**src/rtl/loop_dma_pkg.sv**
```systemverilog
package loop_dma_pkg;
  typedef enum logic [2:0] {
    S_IDLE, S_LOAD, S_WAIT, S_REQ, S_DATA, S_NEXT
  } dmaState_e;

  typedef struct packed {
    logic startRun;
    logic loadDesc;
    logic latchBurst;
    logic beat;
    logic saveDesc;
    logic nextDesc;
    logic nextRep;
    logic finish;
  } dmaStrobe_t;
endpackage

```
**src/rtl/loop_dma_ctrl.sv**
```systemverilog
module loop_dma_ctrl
  import loop_dma_pkg::*;
(
  input  logic       clk,
  input  logic       rstN,
  input  logic       startReq,
  input  logic       runEmpty,
  input  logic       remZero,
  input  logic       roomOk,
  input  logic       lastBeat,
  input  logic       listEnd,
  input  logic       repEnd,
  input  logic       memGnt,
  input  logic       beatIn,
  output logic       busy,
  output logic       memReq,
  output logic       inData,
  output dmaStrobe_t stb
);
  dmaState_e state, nxt;

  always_ff @(posedge clk or negedge rstN) begin
    if (!rstN) state <= S_IDLE;
    else       state <= nxt;
  end

  always_comb begin
    nxt = state;
    stb = '0;
    case (state)
      S_IDLE: if (startReq) begin
        if (runEmpty) stb.finish = 1'b1;
        else begin
          stb.startRun = 1'b1;
          nxt = S_LOAD;
        end
      end
      S_LOAD: begin
        stb.loadDesc = 1'b1;
        nxt = S_WAIT;
      end
      S_WAIT: begin
        if (remZero)     nxt = S_NEXT;
        else if (roomOk) nxt = S_REQ;
      end
      S_REQ: if (memGnt) begin
        stb.latchBurst = 1'b1;
        nxt = S_DATA;
      end
      S_DATA: if (beatIn) begin
        stb.beat = 1'b1;
        if (lastBeat) nxt = S_WAIT;
      end
      S_NEXT: begin
        stb.saveDesc = 1'b1;
        if (!listEnd) begin
          stb.nextDesc = 1'b1;
          nxt = S_LOAD;
        end else if (!repEnd) begin
          stb.nextRep = 1'b1;
          nxt = S_LOAD;
        end else begin
          stb.finish = 1'b1;
          nxt = S_IDLE;
        end
      end
      default: nxt = S_IDLE;
    endcase
  end

  assign busy   = (state != S_IDLE);
  assign memReq = (state == S_REQ);
  assign inData = (state == S_DATA);

  // an accepted request is followed by the data phase
  p_grant_to_data_r7: assert property (@(posedge clk) disable iff (!rstN)
    memReq && memGnt |=> inData);
endmodule

```
**src/rtl/loop_dma_dp.sv**
```systemverilog
module loop_dma_dp
  import loop_dma_pkg::*;
#(
  parameter int NUM_DESC  = 4,
  parameter int ADDR_W    = 16,
  parameter int DATA_W    = 32,
  parameter int CNT_W     = 16,
  parameter int REP_W     = 16,
  parameter int MAX_BURST = 4,
  parameter int LVL_W     = 8,
  localparam int IDX_W    = (NUM_DESC > 1) ? $clog2(NUM_DESC) : 1,
  localparam int REG_AW   = $clog2(NUM_DESC * 4 + 4),
  localparam int LEN_W    = $clog2(MAX_BURST + 1)
)(
  input  logic              clk,
  input  logic              rstN,
  input  logic              regWe,
  input  logic [REG_AW-1:0] regAddr,
  input  logic [31:0]       regWdata,
  output logic [31:0]       regRdata,
  output logic              irq,
  input  logic              memReq,
  output logic              memWrite,
  output logic [ADDR_W-1:0] memAddr,
  output logic [LEN_W-1:0]  memLen,
  input  logic              memRvalid,
  input  logic [DATA_W-1:0] memRdata,
  input  logic              memWready,
  output logic [DATA_W-1:0] memWdata,
  input  logic [LVL_W-1:0]  inFifoSpace,
  output logic              inFifoPush,
  output logic [DATA_W-1:0] inFifoData,
  input  logic [LVL_W-1:0]  outFifoCount,
  output logic              outFifoPop,
  input  logic [DATA_W-1:0] outFifoData,
  input  logic              busy,
  input  logic              inData,
  input  dmaStrobe_t        stb,
  output logic              startReq,
  output logic              runEmpty,
  output logic              remZero,
  output logic              roomOk,
  output logic              lastBeat,
  output logic              listEnd,
  output logic              repEnd,
  output logic              beatIn
);
  localparam int CTRL_BASE = NUM_DESC * 4;

  logic [ADDR_W-1:0] descBase [NUM_DESC];
  logic [CNT_W-1:0]  descCnt  [NUM_DESC];
  logic              descDir  [NUM_DESC];
  logic [ADDR_W-1:0] runAddr  [NUM_DESC];
  logic [IDX_W:0]    listLen;
  logic [REP_W-1:0]  repCount;
  logic [IDX_W-1:0]  curDesc;
  logic [REP_W-1:0]  curRep;
  logic [ADDR_W-1:0] curAddr;
  logic [CNT_W-1:0]  remaining;
  logic              curWrite;
  logic [LEN_W-1:0]  beatsLeft;
  logic [LEN_W-1:0]  burstLen;
  logic              irqQ;

  logic              slotHit, ctlHit, cfgWe, irqClr;
  logic [IDX_W-1:0]  slotSel;

  assign slotHit  = regAddr < REG_AW'(CTRL_BASE);
  assign slotSel  = regAddr[IDX_W+1:2];
  assign ctlHit   = regWe && (regAddr == REG_AW'(CTRL_BASE));
  assign cfgWe    = regWe && !busy;
  assign startReq = ctlHit && regWdata[0] && !busy;
  assign irqClr   = ctlHit && regWdata[1];

  always_ff @(posedge clk or negedge rstN) begin
    if (!rstN) begin
      for (int i = 0; i < NUM_DESC; i++) begin
        descBase[i] <= '0;
        descCnt[i]  <= '0;
        descDir[i]  <= 1'b0;
        runAddr[i]  <= '0;
      end
      listLen   <= '0;
      repCount  <= '0;
      curDesc   <= '0;
      curRep    <= '0;
      curAddr   <= '0;
      remaining <= '0;
      curWrite  <= 1'b0;
      beatsLeft <= '0;
      irqQ      <= 1'b0;
    end else begin
      if (cfgWe && slotHit) begin
        for (int i = 0; i < NUM_DESC; i++) begin
          if (slotSel == IDX_W'(i)) begin
            case (regAddr[1:0])
              2'd0:    descBase[i] <= regWdata[ADDR_W-1:0];
              2'd1:    descCnt[i]  <= regWdata[CNT_W-1:0];
              2'd2:    descDir[i]  <= regWdata[0];
              default: ;
            endcase
          end
        end
      end
      if (cfgWe && regAddr == REG_AW'(CTRL_BASE + 1))
        listLen <= (regWdata > 32'(NUM_DESC)) ? (IDX_W+1)'(NUM_DESC) : regWdata[IDX_W:0];
      if (cfgWe && regAddr == REG_AW'(CTRL_BASE + 2))
        repCount <= regWdata[REP_W-1:0];

      if (stb.startRun) begin
        for (int i = 0; i < NUM_DESC; i++) runAddr[i] <= descBase[i];
        curDesc <= '0;
        curRep  <= '0;
      end
      if (stb.loadDesc) begin
        curAddr   <= runAddr[curDesc];
        remaining <= descCnt[curDesc];
        curWrite  <= descDir[curDesc];
      end
      if (stb.latchBurst) beatsLeft <= burstLen;
      if (stb.beat) begin
        curAddr   <= curAddr + 1'b1;
        remaining <= remaining - 1'b1;
        beatsLeft <= beatsLeft - 1'b1;
      end
      if (stb.saveDesc) runAddr[curDesc] <= curAddr;
      if (stb.nextDesc) curDesc <= curDesc + 1'b1;
      if (stb.nextRep) begin
        curRep  <= curRep + 1'b1;
        curDesc <= '0;
      end
      if (stb.finish)  irqQ <= 1'b1;
      else if (irqClr) irqQ <= 1'b0;
    end
  end

  assign burstLen = (remaining > CNT_W'(MAX_BURST)) ? LEN_W'(MAX_BURST) : remaining[LEN_W-1:0];
  assign roomOk   = curWrite ? (outFifoCount >= LVL_W'(burstLen))
                             : (inFifoSpace  >= LVL_W'(burstLen));
  assign remZero  = (remaining == '0);
  assign lastBeat = (beatsLeft == LEN_W'(1));
  assign listEnd  = ((IDX_W+1)'(curDesc) + 1'b1) == listLen;
  assign repEnd   = (curRep + 1'b1) == repCount;
  assign runEmpty = (listLen == '0) || (repCount == '0);
  assign beatIn   = curWrite ? memWready : memRvalid;

  assign memWrite   = curWrite;
  assign memAddr    = curAddr;
  assign memLen     = burstLen;
  assign inFifoPush = inData && !curWrite && memRvalid;
  assign inFifoData = memRdata;
  assign outFifoPop = inData && curWrite && memWready;
  assign memWdata   = outFifoData;
  assign irq        = irqQ;

  always_comb begin
    regRdata = '0;
    if (slotHit) begin
      case (regAddr[1:0])
        2'd0:    regRdata = 32'(descBase[slotSel]);
        2'd1:    regRdata = 32'(descCnt[slotSel]);
        2'd2:    regRdata = {31'd0, descDir[slotSel]};
        default: regRdata = '0;
      endcase
    end else begin
      case (regAddr - REG_AW'(CTRL_BASE))
        REG_AW'(1): regRdata = 32'(listLen);
        REG_AW'(2): regRdata = 32'(repCount);
        REG_AW'(3): regRdata = {8'd0, 8'(curDesc), 8'(curRep), 6'd0, irqQ, busy};
        default:    regRdata = '0;
      endcase
    end
  end

  // every request is a non-empty burst within the cap
  p_burst_cap_r4: assert property (@(posedge clk) disable iff (!rstN)
    memReq |-> (memLen != '0) && (memLen <= LEN_W'(MAX_BURST)));
  // a read request starts only after the FIFO showed room for all of it
  p_read_room_r5: assert property (@(posedge clk) disable iff (!rstN)
    $rose(memReq) && !memWrite |-> $past(inFifoSpace) >= LVL_W'(memLen));
  // a write request starts only after the FIFO held enough words
  p_write_fill_r5: assert property (@(posedge clk) disable iff (!rstN)
    $rose(memReq) && memWrite |-> $past(outFifoCount) >= LVL_W'(memLen));
  // request fields hold until granted
  p_req_stable_r7: assert property (@(posedge clk) disable iff (!rstN)
    memReq && !$past(stb.latchBurst) && !stb.latchBurst |=> memReq && $stable(memAddr) && $stable(memLen) && $stable(memWrite));
  // leaving busy coincides with a raised interrupt
  p_irq_on_done_r8: assert property (@(posedge clk) disable iff (!rstN)
    $fell(busy) |-> irq);
  // configuration stays frozen while busy
  p_cfg_frozen_r2: assert property (@(posedge clk) disable iff (!rstN)
    busy && $past(busy) |-> $stable(listLen) && $stable(repCount));
  // never push and pop in the same cycle
  p_fifo_excl_r6: assert property (@(posedge clk) disable iff (!rstN)
    !(inFifoPush && outFifoPop));
endmodule

```
**src/rtl/loop_dma.sv**
```systemverilog
module loop_dma
  import loop_dma_pkg::*;
#(
  parameter int NUM_DESC  = 4,
  parameter int ADDR_W    = 16,
  parameter int DATA_W    = 32,
  parameter int CNT_W     = 16,
  parameter int REP_W     = 16,
  parameter int MAX_BURST = 4,
  parameter int LVL_W     = 8,
  localparam int REG_AW   = $clog2(NUM_DESC * 4 + 4),
  localparam int LEN_W    = $clog2(MAX_BURST + 1)
)(
  input  logic              clk,
  input  logic              rstN,
  input  logic              regWe,
  input  logic [REG_AW-1:0] regAddr,
  input  logic [31:0]       regWdata,
  output logic [31:0]       regRdata,
  output logic              irq,
  output logic              memReq,
  output logic              memWrite,
  output logic [ADDR_W-1:0] memAddr,
  output logic [LEN_W-1:0]  memLen,
  input  logic              memGnt,
  input  logic              memRvalid,
  input  logic [DATA_W-1:0] memRdata,
  input  logic              memWready,
  output logic [DATA_W-1:0] memWdata,
  input  logic [LVL_W-1:0]  inFifoSpace,
  output logic              inFifoPush,
  output logic [DATA_W-1:0] inFifoData,
  input  logic [LVL_W-1:0]  outFifoCount,
  output logic              outFifoPop,
  input  logic [DATA_W-1:0] outFifoData
);
  dmaStrobe_t stb;
  logic busy, inData, startReq, runEmpty, remZero, roomOk;
  logic lastBeat, listEnd, repEnd, beatIn;

  loop_dma_ctrl u_ctrl (
    .clk, .rstN, .startReq, .runEmpty, .remZero, .roomOk, .lastBeat,
    .listEnd, .repEnd, .memGnt, .beatIn, .busy, .memReq, .inData, .stb
  );

  loop_dma_dp #(
    .NUM_DESC(NUM_DESC), .ADDR_W(ADDR_W), .DATA_W(DATA_W), .CNT_W(CNT_W),
    .REP_W(REP_W), .MAX_BURST(MAX_BURST), .LVL_W(LVL_W)
  ) u_dp (
    .clk, .rstN, .regWe, .regAddr, .regWdata, .regRdata, .irq, .memReq,
    .memWrite, .memAddr, .memLen, .memRvalid, .memRdata, .memWready,
    .memWdata, .inFifoSpace, .inFifoPush, .inFifoData, .outFifoCount,
    .outFifoPop, .outFifoData, .busy, .inData, .stb, .startReq, .runEmpty,
    .remZero, .roomOk, .lastBeat, .listEnd, .repEnd, .beatIn
  );
endmodule

```
**config.mk**
```make
export PLATFORM = sky130hd
export DESIGN_NAME = loop_dma
export DESIGN_NICKNAME = d
export VERILOG_FILES = /design/src/rtl/loop_dma_pkg.sv /design/src/rtl/loop_dma_ctrl.sv /design/src/rtl/loop_dma_dp.sv /design/src/rtl/loop_dma.sv
export SDC_FILE = /design/constraint.sdc
export NUM_CORES = 1
export LEC_CHECK = 0
export BUFFER_PORTS_ARGS = -buffer_cell sky130_fd_sc_hd__buf_2
export CAP_MARGIN = 20
export CELL_PAD_IN_SITES_DETAIL_PLACEMENT = 1
export CELL_PAD_IN_SITES_GLOBAL_PLACEMENT = 1
export CORE_UTILIZATION = 45
export DETAILED_ROUTE_END_ITERATION = 10
export GPL_ROUTABILITY_DRIVEN = 0
export GPL_TIMING_DRIVEN = 0
export PLACE_DENSITY = 0.89
export SLEW_MARGIN = 30
export SYNTH_ARGS = -nofsm -noshare
export SYNTH_HDL_FRONTEND = slang
export SYNTH_SLANG_ARGS = --single-unit
```
**constraint.sdc**
```tcl
create_clock -name clk -period 3.7 [get_ports clk]
set_clock_uncertainty 0.05 [all_clocks]
set_input_delay 0.185 -clock clk [delete_from_list [all_inputs] [get_ports clk]]
set_output_delay 0.185 -clock clk [all_outputs]
set_load 0.01 [all_outputs]
```
Word level (Yosys, flattened, before mapping)

Cells that the tools add are included.

Logic and storage cells: 178
Output and inout port bits: 120
Input port bits: 123
Register bits: 273

Add/subtract/negate cells: 7
Equality and inequality tests: 25
Order comparisons: 8
Muxes and demuxes: 69
Bitwise logic cells: 2
Reductions and logical operators: 41

Operators with widths:

| cell                  | count |
|---|---|
| $mux 16               | 15 |
| $bmux 16 s2           | 4 |
| $mux 64               | 2 |
| $bwmux 64             | 1 |
| $pmux 18 s3           | 1 |
| $pmux 16 s3           | 1 |
| $mux 3                | 12 |
| $reduce_and 3->1      | 12 |
| $add 16x1->16 const B | 2 |
| $demux 16 s2          | 1 |
| $gt 32x3->1 const B   | 1 |
| $logic_not 16->1      | 2 |
| $mux 32               | 1 |
| $mux 1                | 23 |
| $pmux 3 s6            | 1 |
| $eq 16x16->1          | 1 |
| $ge 8x3->1            | 2 |
| $gt 16x3->1 const B   | 1 |
| $sub 16x1->16 const B | 1 |
| $eq 5x5->1 const B    | 3 |
| $logic_and 1x1->1     | 13 |
| $eq 5x2->1 const B    | 2 |
| $mux 2                | 4 |
| $ne 2x2->1 const B    | 4 |
| 26 further kinds      | 42 |

Logic depth before layout (Yosys ltp)

Gate-level depths: netlist (run 1).

Depth in word-level cells: 9
Gate-level depth with buffers: 13
Depth with buffers taken out: 13

Hierarchy

From an unflattened synthesis (run 1), not the netlist that was laid out.

Cell total of the unflattened synthesis: 1400
Area, all modules: 15667.5 um2

Modules (own cells, without submodules):

| module        | cells an instance | area an instance (um2) | times used | sequential area each (um2) |
|---|---|---|---|---|
| loop_dma_dp   | 1360              | 15363.5                | 1          | 6756.5 |
| loop_dma_ctrl | 40                | 304.0                  | 1          | 75.1 |

Worst setup path after synthesis (run 1)

Ideal clock, no wire load.

Kind: reg-to-reg
From: register u_dp.curDesc[0]
To: register u_dp.curRep[10]
Path buffers: 3
Cell stages (with the launch flop): 11
Required time: 3.524 ns
Setup time: 0.126 ns
Setup slack: 0.744 ns
Period minus slack after synthesis: 2.956 ns
Arrival time: 2.780 ns
Cell sequence: dfrtp_1 > buf_2 > clkbuf_1 > inv_1 > ha_1 > xnor2_1 > nand3_1 > nor2_1 > a21oi_4 > buf_6 > a221o_1

Word-level cells in the longest chain between the ends: 5
Elaborated cells on any way between the ends: 6
Those cells by class: add/sub (1); eq/ne (1); mux (3); reduce/logical (1)

Ends and longest elaborated chain:

| item                                                | line                | RTL |
|---|---|---|
| from (decl)                                         | loop_dma_dp.sv:56   | `logic [IDX_W-1:0] curDesc;` |
| from (signal assigned)                              | loop_dma_dp.sv:127  | `if (stb.nextDesc) curDesc <= curDesc + 1'b1;` |
| $add 2x1->3 *                                       | loop_dma_dp.sv:142  | `assign listEnd = ((IDX_W+1)'(curDesc) + 1'b1) == listLen;` |
| $eq 3x3->1 *                                        | loop_dma_dp.sv:142  |  |
| $mux 2 *                                            | loop_dma_ctrl.sv:56 | `if (!listEnd) begin` |
| $mux 3 *                                            | loop_dma_ctrl.sv:30 | `case (state)` |
| $mux 16 / $reduce_bool 2->1 (equally long branches) | -                   |  |
| to (signal assigned)                                | loop_dma_dp.sv:129  | `curRep <= curRep + 1'b1;` |
| to (decl)                                           | loop_dma_dp.sv:57   | `logic [REP_W-1:0] curRep;` |

Every way passes the cells marked *; elsewhere a longest branch is shown, timed or not.
A chain may end at the register's enable or synchronous reset.

Worst setup path in the final report (run 1)

From: register u_ctrl.state[2]
To: register u_dp.descCnt[6] (netlist bit)

Word-level cells in the longest chain between the ends: 5

Ends and longest elaborated chain:

| item                              | line                | RTL |
|---|---|---|
| from (decl)                       | loop_dma_ctrl.sv:20 | `dmaState_e state, nxt;` |
| from (signal assigned)            | loop_dma_ctrl.sv:24 | `else state <= nxt;` |
| $reduce_bool 3->1                 | loop_dma_ctrl.sv:71 | `assign busy = (state != S_IDLE);` |
| $logic_not 1->1                   | loop_dma_dp.sv:71   | `assign cfgWe = regWe && !busy;` |
| $logic_and 1x1->1                 | loop_dma_dp.sv:71   |  |
| $logic_and 1x1->1                 | loop_dma_dp.sv:93   | `if (cfgWe && slotHit) begin` |
| $reduce_and 3->1 (no source line) | -                   |  |
| to (signal, indexed assignment)   | loop_dma_dp.sv:98   | `2'd1: descCnt[i] <= regWdata[CNT_W-1:0];` |
| to (decl)                         | loop_dma_dp.sv:51   | `logic [CNT_W-1:0] descCnt [NUM_DESC];` |

Every way passes these cells.

==> results of run 1 <==
[synthesized netlist by cell type (15+ instances only)]
cell type and n:
sky130_fd_sc_hd__buf_2 15, sky130_fd_sc_hd__nand2_1 56, sky130_fd_sc_hd__nor2_1 142, sky130_fd_sc_hd__clkbuf_1 67, sky130_fd_sc_hd__o21ai_0 32, sky130_fd_sc_hd__mux4_2 66, sky130_fd_sc_hd__buf_1 22, sky130_fd_sc_hd__buf_4 79
sky130_fd_sc_hd__a21oi_1 91, sky130_fd_sc_hd__inv_1 22, sky130_fd_sc_hd__mux2_2 149, sky130_fd_sc_hd__ha_1 16, sky130_fd_sc_hd__nor4_1 20, sky130_fd_sc_hd__mux2i_1 83, sky130_fd_sc_hd__xnor2_1 20, sky130_fd_sc_hd__nand3_1 30
sky130_fd_sc_hd__nor3_1 16, sky130_fd_sc_hd__dfrtp_1 273
[worst max path at each step]
stage	startpoint	to	slack, ns	cells past startpoint
2_1_floorplan	u_dp.curDesc[0]	u_dp.curRep[10]	0.74	10
3_3_place_gp	rstN	u_dp.curRep[8]	-2.62	1
3_5_place_dp	u_dp.curDesc[1]	u_dp.curRep[2]	-0.49	11
4_1_cts	u_dp.curDesc[1]	u_dp.curRep[2]	0.08	11
5_1_grt	u_ctrl.state[2]	u_dp.descCnt[61]	0.0006	7
6_report	u_ctrl.state[2]	u_dp.descCnt[6]	0.1	7
[metrics by stage]
step	util	cells	TNS [ns]
2_1_floorplan	-	1389	0
3_3_place_gp	0.498	1986	-710.35
3_5_place_dp	0.501	1989	-5.65
4_1_cts	0.537	2051	0
5_1_grt	0.538	2052	0
6_report	0.538	2052	0
[state kept, by name, indices dropped and copies added (netlist names), 3 cells and up]
| signal | count |
|---|---|
| u_dp.listLen | 3 |
| u_ctrl.state | 3 |
| u_dp.descDir | 4 |
| u_dp.descBase | 64 |
| u_dp.runAddr | 64 |
| u_dp.descCnt | 64 |
| u_dp.remaining | 16 |
| u_dp.curRep | 16 |
| u_dp.memAddr | 16 |
| u_dp.repCount | 16 |
| u_dp.beatsLeft | 3 |
[cell type report]
type                       count  area, um2  area share
clock buffer                  43        871      0.0481
clock inverter                15        290      0.0160
tap                          448        561      0.0310
buffer                       184       1030      0.0572
multi-input combinational    909       7530       0.416
inverter                      22       82.6     0.00456
timing repair buffer         157        888      0.0491
antenna                        1       2.50    0.000138
sequential                   273       6830       0.378
[repair_timing]
| item | 4_1_cts | 5_1_grt |
|---|---|---|
| pin swaps | 0 | 0 |
| hold buffers | 5 | 0 |
| hold endpoints to repair | 133 | 0 |
| setup endpoints to repair | 17 | 31 |
| resized for setup | 2 | 8 |
[layer usage]
| metal | track usage | vias up |
|---|---|---|
| met3 | 0.0794 | 264 |
| li1 | - | 5344 |
| met4 | 0.206 | 4 |
| met2 | 0.547 | 933 |
| met5 | 0 | - |
| met1 | 0.390 | 6808 |
[where the power goes]
part / switching (mW) / internal, mW
registers: 0.884 / 3.83
logic: 2.14 / 1.67
clock network: 1.34 / 2.20
[worst min-delay path: stages]
cell and delay, ns:
sky130_fd_sc_hd__buf_2 0.08, sky130_fd_sc_hd__nor2_1 0.03, sky130_fd_sc_hd__nand2_1 0.05, sky130_fd_sc_hd__nor4_1 0.07, sky130_fd_sc_hd__a22o_1 0.18
[cell families (layout without fill, tap and decap cells)]
family,count (synthesis),count (layout),synth area share
DFF,273,273,0.444
AOI/OAI and AO/OA,214,214,0.0884
xor gates and xnor gates,28,28,0.0159
and+or+nand+nor,339,339,0.107
other,1,15,0.000244
buffers and inverters,207,421,0.0719
adders and majority gates,16,16,0.0130
muxes,298,298,0.259
==> results.md, run 1 <==
- DRT iter0 DRCs: 1336
- Dominant synthesized flop cell: sky130_fd_sc_hd__dfrtp_1
- Layout net count: 1717
- Post-DRT Antenna Nets: 0
- Routed met2 length: 28000 um
- Fin crit share: 0.974
- Drt drc: 0
- Count of port buffers added during placement: 149
- Aggregate global-route resource usage: 0.331
- Count of different cell masters after synthesis: 66
- Die width: 187 um
- Max-slew violation count: 0
- Slew of the pin with the lowest slew margin: 1.07 ns
- Number of endpoints with negative hold slack in the final report: 0
- Number of warnings printed during yosys synthesis: 0
- CP Launch Type: flip-flop
- Core Box Area: 33600 um2
- Endpoint kind of the worst setup timing path: flip-flop
- Cell area after synthesis: 15400 um2
- Register area share after synthesis: 0.444
- Worst hold path type: in2reg
- CP Max Fanout: 10
- Average detailed-routed wire length per instance: 28.3 um
- Synth area leaders: sky130_fd_sc_hd__dfrtp_1 (44%), sky130_fd_sc_hd__mux2_2 (11%), sky130_fd_sc_hd__mux4_2 (9.7%)
- Layout filler cell count: 3611
- Average cell area after synthesis: 11.2 um2
- Die Footprint: 35000 um2
- Crit-path most repeated cell: sky130_fd_sc_hd__nor2_1
- Max Clk Rate: 0.277 GHz
- Dpl ws: -0.488 ns
- Count of mapped cells out of synthesis: 1376
- Cells on worst reg2reg path: 7
- Crit Reg-Reg Startpoint: u_ctrl.state[2]
- Drt total wl: 58000 um
- Result of the run: finished clean
- Setup repair after global routing missed its margin: false
- Length of routed met3 wiring: 5490 um
- Setup slack, reg-to-reg: 0.1 ns
- Category of cells accounting for the largest share of critical-path delay: simple AND/OR/NAND/NOR gates
- Total setup violations reported at the end of the flow: 0
- Via count of the first global-routing pass: 14112
- Via count: 13353
- Overall power: 12.1 mW
- Clk slew on worst S/H paths: 0.07 ns
- Area growth from synthesis to layout: 17.5%
- Dominant cell type by area after synthesis: sky130_fd_sc_hd__dfrtp_1
- Share of cells above drive strength 1: 0.339
- Maximum number of pins on one net before global-route repair: 90
- Final worst-path setup slack: 0.0961 ns
- Number of buffers between clock root and the deepest sink: 3
- Data arrival, critical path: 4.00 ns
- Number of enable flip-flop cells after synthesis: 0
- Post-CTS Repair Setup Buffers: 0
- CP peak stage delay: 0.75 ns
- Final hold slack: 0.00689 ns
- Post-DP HPWL: 39900 um
- Min Tclk post-route: 3.60 ns
- Fraction of post-synthesis cell area in the top cell type by area: 0.444
- Endpoint, Worst Hold: u_dp.listLen[0]
- Slew HR: 0.289
- Total number of H-tree levels: 1
- TritonCTS clock tree: done
- Static Leakage: 8.36 nW
- Metal-1 WL: 20700 um
- Post-route cell area: 18100 um2
- Uppermost layer routed: met5
- Crit path max-delay cell type: sky130_fd_sc_hd__nor2_1
- Number of antenna violations at the first check in global routing: 5
- Hold Crit Start: regWdata[20]
- CTS root buf: sky130_fd_sc_hd__clkbuf_16
- Capturing point of the worst reg2reg path: u_dp.descCnt[6]
- Power density cells: 667 nW/um2
- Total of flip-flops plus latches after synthesis: 273
- Setup Crit Path Kind: reg2reg
- Clock Sink Count: 273
- Number of cells on the worst hold path: 5
- First-pass GRT wire length: 87600 um
- Instance area at placement: 16900 um2
- Count of pins on the block boundary: 243
- Most frequent standard cell in the layout excluding fill and tap cells: sky130_fd_sc_hd__dfrtp_1
- Mean number of vias per cell: 6.51
- GRT Residual Overflow: 0
- Die Span Y: 187 um
- Worst path required time: 4.10 ns
- CP cell instances: nor3_1 > nand2_1 > nor2_1 > nand3_1 > nor2_1 > clkbuf_1 > mux2_2
- Std-Cell Rows: 67
- Initial DRT Pass Iterations: 5
- Count of buffer and inverter cells on the critical path: 1
- Worst vdd rail ir drop: 0.432 mV
- Initial cell density of the core: 0.458
- Number of CTS-inserted buffers: 31
- # Max-Cap Violations: 0
- Most frequent cells in the layout: sky130_fd_sc_hd__dfrtp_1 (273), sky130_fd_sc_hd__buf_2 (166), sky130_fd_sc_hd__mux2_2 (149)
- Share of flip-flops with an asynchronous set or reset after synthesis: 1.00
- Worst-Skew Late Latency: 0.58 ns
No activity file was read; power rests on OpenSTA's default activity.
==> run 2, diff against run 1 <==
--- a/config.mk
+++ b/config.mk
@@ -5,11 +5,12 @@
 export SDC_FILE = /design/constraint.sdc
 export NUM_CORES = 1
 export LEC_CHECK = 0
+export ABC_AREA = 1
 export BUFFER_PORTS_ARGS = -buffer_cell sky130_fd_sc_hd__buf_2
 export CAP_MARGIN = 20
 export CELL_PAD_IN_SITES_DETAIL_PLACEMENT = 1
 export CELL_PAD_IN_SITES_GLOBAL_PLACEMENT = 1
-export CORE_UTILIZATION = 45
+export CORE_UTILIZATION = 42
 export DETAILED_ROUTE_END_ITERATION = 10
 export GPL_ROUTABILITY_DRIVEN = 0
 export GPL_TIMING_DRIVEN = 0
==> results.md, run 2 <==
- Count of mapped cells out of synthesis: 1909 (+39%)
- Fraction of post-synthesis cell area in the top cell type by area: 0.451 (+0.00774)
- Area growth from synthesis to layout: 18.7%
- Std-Cell Rows: 69 (+3.0%)
- Die width: 192 um (+2.6%)
- Synthesized-area fraction occupied by and/or/nand/nor cells: 0.183 (+0.0755)
- Drt drc: 0 (unchanged)
- Synth Area in Adders: 0.0132 (+0.000227)
- Hold Crit Start: regWe
- XOR/XNOR share of the synthesized area: 0.0149 (-0.00105)
- # Max-Cap Violations: 0 (unchanged)
- Layout net count: 2282 (+33%)
- Initial DRT Pass Iterations: 5 (unchanged)
- Initial cell density of the core: 0.426 (-0.0315)
- Worst path required time: 3.46 ns (-0.64 ns)
- Most used standard cell by instance count after synthesis: sky130_fd_sc_hd__nand2_1
- GRT Residual Overflow: 0 (unchanged)
- Largest registers ranked by flip-flop count: u_dp.descBase: 64 flops, u_dp.descCnt: 64 flops, u_dp.runAddr: 64 flops
- Share of cells above drive strength 1: 0.167 (-0.172)
- Layout filler cell count: 4387 (+21%)
- Clk slew on worst S/H paths: 0.06 ns (about the same)
- Die Footprint: 36800 um2 (+5.2%)
- Static Leakage: 8.29 nW (-0.80%)
- Number of antenna violations at the first check in global routing: 2 (-3)
- Worst-Skew Late Latency: 0.59 ns (about the same)
- Setup Crit Path Kind: in2out
- Endpoint, Worst Hold: u_dp.repCount[1]
- Proportion of synthesized area in mux cells: 0 (-0.259)
- First-pass GRT wire length: 100000 um (+14%)
- Number of endpoints with negative hold slack in the final report: 0 (unchanged)
- Max-slew violation count: 0 (unchanged)
- Setup slack, reg-to-reg: 0.26 ns (+0.16 ns)
- Slew HR: 0.336 (+0.0470)
- Average detailed-routed wire length per instance: 25.6 um (-9.2%)
- Slew of the pin with the lowest slew margin: 0.997 ns (-0.0705 ns)
- Power density cells: 754 nW/um2 (+13%)
- Final core area utilization: 0.506 (-0.0321)
- Total setup violations reported at the end of the flow: 0 (unchanged)
- CP cell instances: buf_2 > inv_1 > nor2_1 > clkbuf_1 > a22oi_1 > a21oi_1 > o21ai_0 > o21ai_0 > buf_2
- Ranking of synthesized cells by instance count: sky130_fd_sc_hd__nand2_1 (286), sky130_fd_sc_hd__dfrtp_1 (273), sky130_fd_sc_hd__o21ai_0 (270), sky130_fd_sc_hd__nor2_1 (234), sky130_fd_sc_hd__inv_1 (146)
- Worst vdd rail ir drop: 0.433 mV (+0.30%)
- Non-filler cells, final: 2629 (+28%)
- Synth area leaders: sky130_fd_sc_hd__dfrtp_1 (45%), sky130_fd_sc_hd__o21ai_0 (8.9%), sky130_fd_sc_hd__nand2_1 (7.1%)
- Drt total wl: 67400 um (+16%)
- Number of enable flip-flop cells after synthesis: 0 (unchanged)
- Crit path max-delay cell type: sky130_fd_sc_hd__clkbuf_1
- CP Launch Type: input port
- Core Box Area: 35500 um2 (+5.6%)
- Placed cell count: 2550 (+28%)
- Count of pins on the block boundary: 243 (unchanged)
- Combinational family with the most area after synthesis: compound AO/OA/AOI/OAI gates
- Crit Reg-Reg Startpoint: u_dp.curDesc[0]
- Share of flip-flops with an asynchronous set or reset after synthesis: 1.00 (unchanged)
- Count of buffer and inverter cells on the critical path: 4 (+3)
- Total number of H-tree levels: 1 (unchanged)
- Clock Sink Count: 273 (unchanged)
- Fin crit share: 0.960 (-0.0137)
- Cells on worst reg2reg path: 12 (+5)
- Total of flip-flops plus latches after synthesis: 273 (unchanged)
- Count of different cell masters after synthesis: 47 (-29%)
- CP peak stage delay: 0.80 ns (+0.05 ns)
- Setup repair after global routing missed its margin: false
- Dominant cell type by area after synthesis: sky130_fd_sc_hd__dfrtp_1
- Min Tclk post-route: 3.55 ns (-0.0508 ns)
- Number of buffers between clock root and the deepest sink: 3 (unchanged)
- Count of port buffers added during placement: 164 (+10%)
- Most frequent cells in the layout: sky130_fd_sc_hd__nand2_1 (286), sky130_fd_sc_hd__dfrtp_1 (273), sky130_fd_sc_hd__o21ai_0 (270)
- Die Span Y: 192 um (+2.6%)
- Result of the run: finished clean
- Number of CTS-inserted buffers: 31 (unchanged)
- Capturing point of the worst reg2reg path: u_dp.curRep[13]
- CTS root buf: sky130_fd_sc_hd__clkbuf_16
- Compound-cell area share of the yosys netlist: 0.231 (+0.142)
- CP Max Fanout: 10 (unchanged)
- Via count: 16388 (+23%)
- Mean number of vias per cell: 6.23 (-4.2%)
- Category of cells accounting for the largest share of critical-path delay: compound AO/OA/AOI/OAI gates
- Number of cells on the worst hold path: 4 (-1)
- DRT iter0 DRCs: 2024 (+51%)
- Data arrival, critical path: 3.32 ns (-0.68 ns)
- Max Clk Rate: 0.281 GHz (+1.4%)
- Aggregate global-route resource usage: 0.365 (+0.0340)
- Average cell area after synthesis: 7.93 um2 (-29%)
- Dominant synthesized flop cell: sky130_fd_sc_hd__dfrtp_1
- Post-DP HPWL: 47500 um (+19%)
- Endpoint kind of the worst setup timing path: output port
- Area of the multi-input gates: 6740 um2 (-11%)
- Maximum number of pins on one net before global-route repair: 87 (-3.3%)
- Number of warnings printed during yosys synthesis: 0 (unchanged)
- TritonCTS clock tree: done
- Sequential standard cell area: 6830 um2 (unchanged)
- Worst hold path type: in2reg
- Most frequent standard cell in the layout excluding fill and tap cells: sky130_fd_sc_hd__nand2_1
- Cell area after synthesis: 15100 um2 (-1.7%)
- Post-DRT Antenna Nets: 0 (unchanged)
- Via count of the first global-routing pass: 16630 (+18%)
- Register area share after synthesis: 0.451 (+0.00774)
[run 2: worst max-delay path by stage]
stage / start / end / slack (ns) / depth (start not counted)
global placement: rstN / u_dp.curRep[0] / -2.63 / 1
detailed placement: u_dp.curDesc[0] / u_dp.curRep[13] / -0.16 / 12
floorplan: u_dp.remaining[7] / u_ctrl.state[2] / 1.13 / 17
global route: u_dp.curDesc[0] / u_dp.curRep[0] / 0.16 / 13
finish: regAddr[2] / regRdata[7] / 0.15 / 9
CTS: u_dp.curDesc[1] / u_dp.curRep[13] / 0.05 / 11
[run 2: cell families (layout without fill, tap and decap cells)]
family,Yosys count,in the layout
AO/OA/AOI/OAI,602,602
XOR/XNOR,21,21
adder cells (fa/ha/maj),16,16
buffers and inverters,338,581
flip-flops,273,273
other,1,17
AND/OR/NAND/NOR,658,658
[run 2: layout make-up]
class | count | area share
antenna | 3 | 0.000418
buffer | 184 | 0.0574
clock buffer | 44 | 0.0498
clock inverter | 11 | 0.00940
inverter | 154 | 0.0326
multi-input combinational | 1311 | 0.375
sequential | 273 | 0.380
tap | 461 | 0.0321
timing repair buffer | 188 | 0.0626
[run 2: metrics by stage]
stage                     hold WS, ns  worst slack (ns)  instance area, um2  TNS (ns)  power (mW)
after floorplan                -0.161              1.13               15200         0        7.82
final                         0.00981             0.147               18000         0        13.5
after detailed placement       0.0588            -0.162               16700     -2.55        9.84
after global routing           0.0534             0.156               18000         0        14.1
after CTS                     0.00668            0.0539               17900         0        13.2
after global placement          0.366             -2.63               16600   -707.87        9.49
[run 2: metal layers]
metal	wire [um]	global-route usage	up-vias
li1	-	-	6916
met4	4410	0.224	2
met1	24800	0.455	8082
met3	7770	0.0954	284
met5	13	0	-
met2	30500	0.564	1104
[run 2: power breakdown]
part	switching (mW)	leakage [nW]	total [mW]	internal [mW]
registers	0.938	3.11	4.84	3.90
logic	3.67	4.66	5.39	1.71
clock network	1.36	0.521	3.31	1.95
total	5.97	8.29	13.5	7.57
[run 2: worst register-to-register path, stage by stage (launching register included)]
cell	delay [ns]
sky130_fd_sc_hd__dfrtp_1	0.41
sky130_fd_sc_hd__clkbuf_1	0.34
sky130_fd_sc_hd__clkinv_1	0.24
sky130_fd_sc_hd__clkbuf_1	0.34
sky130_fd_sc_hd__clkbuf_2	0.37
sky130_fd_sc_hd__ha_1	0.41
sky130_fd_sc_hd__xnor2_1	0.15
sky130_fd_sc_hd__nand3_1	0.15
sky130_fd_sc_hd__nor2_4	0.34
sky130_fd_sc_hd__nand2_2	0.13
sky130_fd_sc_hd__nand2_2	0.12
sky130_fd_sc_hd__buf_6	0.19
sky130_fd_sc_hd__o21ai_2	0.07
[run 2: what timing repair did]
action,CTS,global route
resized for setup,1,5
setup endpoints to repair,20,20
setup buffers,0,0
hold buffers,21,0
endpoints found under the hold margin,210,0
==> run 3, diff against run 2 <==
--- a/config.mk
+++ b/config.mk
@@ -14,8 +14,10 @@
 export DETAILED_ROUTE_END_ITERATION = 10
 export GPL_ROUTABILITY_DRIVEN = 0
 export GPL_TIMING_DRIVEN = 0
+export HOLD_SLACK_MARGIN = 0.02
 export PLACE_DENSITY = 0.89
 export SLEW_MARGIN = 30
 export SYNTH_ARGS = -nofsm -noshare
 export SYNTH_HDL_FRONTEND = slang
+export SYNTH_HIERARCHICAL = 1
 export SYNTH_SLANG_ARGS = --single-unit
==> results.md, run 3 <==
- Layout net count: 2279 (-0.13%)
- CP Max Fanout: 10 (unchanged)
- Number of enable flip-flop cells after synthesis: 0 (unchanged)
- Endpoint kind of the worst setup timing path: flip-flop
- Share of flip-flops with an asynchronous set or reset after synthesis: 1.00 (unchanged)
- Drt drc: 0 (unchanged)
- DRT iter0 DRCs: 1564 (-23%)
- Die Footprint: 36700 um2 (-0.26%)
- Static Leakage: 8.56 nW (+3.2%)
- Std-Cell Rows: 69 (unchanged)
- Fin crit share: 0.968 (+0.00809)
- Count of port buffers added during placement: 164 (unchanged)
- Register area share after synthesis: 0.453 (+0.00120)
- Total setup violations reported at the end of the flow: 0 (unchanged)
- CP Launch Type: flip-flop
- Worst path required time: 4.08 ns (+0.62 ns)
- First-pass GRT wire length: 96500 um (-3.8%)
- Synth area leaders: sky130_fd_sc_hd__dfrtp_1 (45%), sky130_fd_sc_hd__o21ai_0 (11%), sky130_fd_sc_hd__nand2_1 (8.4%)
- Via count: 16253 (-0.82%)
- Power density cells: 732 nW/um2 (-2.9%)
- Total of flip-flops plus latches after synthesis: 273 (unchanged)
- Aggregate global-route resource usage: 0.346 (-0.0183)
- Overall power: 13.0 mW (-3.7%)
- # Max-Cap Violations: 0 (unchanged)
- Total negative setup slack: 0 ns (unchanged)
- Initial cell density of the core: 0.425 (-0.00113)
- Count of different cell masters after synthesis: 46 (-2.1%)
- GRT Residual Overflow: 0 (unchanged)
- Mean number of vias per cell: 6.19 (-0.71%)
- Instance area at placement: 16600 um2 (-0.24%)
- Final hold slack: 0.0547 ns (+0.0449 ns)
- Post-DP HPWL: 46200 um (-2.8%)
- Total number of H-tree levels: 1 (unchanged)
- Worst vdd rail ir drop: 0.425 mV (-1.9%)
- Setup Crit Path Kind: reg2reg
- Core Box Area: 35500 um2 (unchanged)
- Count of mapped cells out of synthesis: 1915 (+0.31%)
- Post-DRT Antenna Nets: 0 (unchanged)
- TritonCTS clock tree: done
- Setup repair after global routing missed its margin: false
- Worst-Skew Late Latency: 0.59 ns (about the same)
- Ranking of synthesized cells by instance count: sky130_fd_sc_hd__nand2_1 (337), sky130_fd_sc_hd__o21ai_0 (327), sky130_fd_sc_hd__dfrtp_1 (273), sky130_fd_sc_hd__nor2_1 (208), sky130_fd_sc_hd__inv_1 (133)
- Via count of the first global-routing pass: 16533 (-0.58%)
- Worst hold path type: in2reg
- Clock Sink Count: 273 (unchanged)
- Crit path max-delay cell type: sky130_fd_sc_hd__dfrtp_1
- Most frequent standard cell in the layout excluding fill and tap cells: sky130_fd_sc_hd__nand2_1
- Cell area after synthesis: 15100 um2 (-0.26%)
- CP cell instances: clkinvlp_4 > ha_1 > xor2_1 > nor3_1 > nand2_1 > nor2_2 > nor2_2 > inv_1 > clkbuf_2 > o22ai_1
- Slew HR: 0.356 (+0.0209)
- Die Span Y: 192 um (-0.13%)
- Number of buffers between clock root and the deepest sink: 3 (unchanged)
- Dominant synthesized flop cell: sky130_fd_sc_hd__dfrtp_1
- CTS root buf: sky130_fd_sc_hd__clkbuf_16
- Dominant cell type by area after synthesis: sky130_fd_sc_hd__dfrtp_1
- Result of the run: finished clean
- Average detailed-routed wire length per instance: 24.1 um (-6.0%)
- Number of endpoints with negative hold slack in the final report: 0 (unchanged)
- Share of cells above drive strength 1: 0.166 (-0.000385)
- Data arrival, critical path: 3.96 ns (+0.64 ns)
- Most used standard cell by instance count after synthesis: sky130_fd_sc_hd__nand2_1
- Max Clk Rate: 0.279 GHz (-0.84%)
- Clk slew on worst S/H paths: 0.06 ns (about the same)
- Crit-path most repeated cell: sky130_fd_sc_hd__nor2_2
- Number of CTS-inserted buffers: 31 (unchanged)
- Area growth from synthesis to layout: 18.0%
- Count of pins on the block boundary: 243 (unchanged)
- Average cell area after synthesis: 7.88 um2 (-0.58%)
- Post-route cell area: 17800 um2 (-0.83%)
- Slew of the pin with the lowest slew margin: 0.957 ns (-0.0401 ns)
- Final core area utilization: 0.502 (-0.00420)
- Maximum number of pins on one net before global-route repair: 92 (+5.7%)
- Initial DRT Pass Iterations: 5 (unchanged)
- Max-slew violation count: 0 (unchanged)
- Number of warnings printed during yosys synthesis: 6 (+6)
- CP peak stage delay: 0.73 ns (-0.07 ns)
- Die width: 192 um (-0.13%)
- Largest registers ranked by flip-flop count: u_dp/descBase: 64 flops, u_dp/descCnt: 64 flops, u_dp/runAddr: 64 flops
- Min Tclk post-route: 3.58 ns (+0.0299 ns)
- Number of antenna violations at the first check in global routing: 1 (-1)
- Drt total wl: 63300 um (-6.1%)
- Most frequent cells in the layout: sky130_fd_sc_hd__nand2_1 (337), sky130_fd_sc_hd__o21ai_0 (327), sky130_fd_sc_hd__dfrtp_1 (273)
- Fraction of post-synthesis cell area in the top cell type by area: 0.453 (+0.00120)
run 3: cell count changes after synthesis, moves of 5 or more:
cell                       delta
sky130_fd_sc_hd__a21boi_0     +7
sky130_fd_sc_hd__a21o_1      +17
sky130_fd_sc_hd__a21oi_1     -82
sky130_fd_sc_hd__a31oi_1     -10
sky130_fd_sc_hd__inv_1       -13
sky130_fd_sc_hd__nand2_1     +51
sky130_fd_sc_hd__nor2_1      -26
sky130_fd_sc_hd__o21ai_0     +57
sky130_fd_sc_hd__o21ai_2      -9
sky130_fd_sc_hd__o221ai_1     -7
sky130_fd_sc_hd__o22ai_1     +27
sky130_fd_sc_hd__or2_2        +5
run 3: per-stage QoR:
step / setup slack, ns / cells
floorplan: 1.04 / 1928
global placement: -2.64 / 2553
detailed placement: -0.517 / 2556
CTS: 0.0788 / 2625
global route: 0.0912 / 2625
finish: 0.117 / 2626
run 3: path summary, 6_finish.rpt:
kind                                  start  slack, ns                to  depth (start not counted)
max in group asynchronous              rstN       1.98   u_dp/runAddr[9]                          5
setup reg to reg            u_dp/curDesc[1]       0.12    u_dp/curRep[5]                         10
hold reg to reg            u_dp/repCount[3]       0.45  u_dp/repCount[3]                          2
min in group asynchronous              rstN       0.50   u_dp/descCnt[5]                          3
hold / removal                    memWready       0.05   u_ctrl/state[2]                          6
setup / recovery            u_dp/curDesc[1]       0.12    u_dp/curRep[5]                         10
run 3: timing repair:
item | in CTS | in global routing
buffers inserted | 1 | 0
endpoints found under the hold margin | 192 | 0
hold buffers | 13 | 0
gates resized for setup | 2 | 3
endpoints found under the setup margin | 15 | 11
run 3: metal layers:
metal  global-route usage  up-vias  share of wire
met5                    0        -        0.00016
met4                0.181        2          0.056
met3               0.0764      219           0.11
met2                0.555     1059           0.45
met1                0.437     8048           0.39
li1                     -     6925              -
run 3: where the power goes:
group	switching, mW	internal [mW]
Sequential	0.992	3.93
Combinational	3.31	1.63
Clock	1.28	1.89
run 3: kinds of logic (layout without fill, tap and decap cells):
group,after synthesis,in the layout,synth area share
other cells,1,15,0.000248
buf+inv,325,561,0.103
fa+ha+maj,16,16,0.0133
flops,273,273,0.453
compound gates,598,598,0.230
simple gates,683,683,0.187
xor+xnor,19,19,0.0138
run 3: critical path: cells and delay by family, from the launching register on:
family / cells / cell delay [ns]
simple gates: 4 / 0.98
buf+inv: 3 / 0.97
compound gates: 1 / 0.13
fa+ha+maj: 1 / 0.39
flops: 1 / 0.73
xor+xnor: 1 / 0.17
run 3: cell type report:
class / count / area, um2
Antenna cell: 1 / 2.50
Buffer: 180 / 1010
Clock buffer: 51 / 961
Clock inverter: 6 / 83.8
Fill cell: 4404 / 17700
Inverter: 143 / 541
Multi-Input combinational cell: 1330 / 6760
Sequential cell: 273 / 6830
Tap cell: 461 / 577
Timing Repair Buffer: 181 / 1050
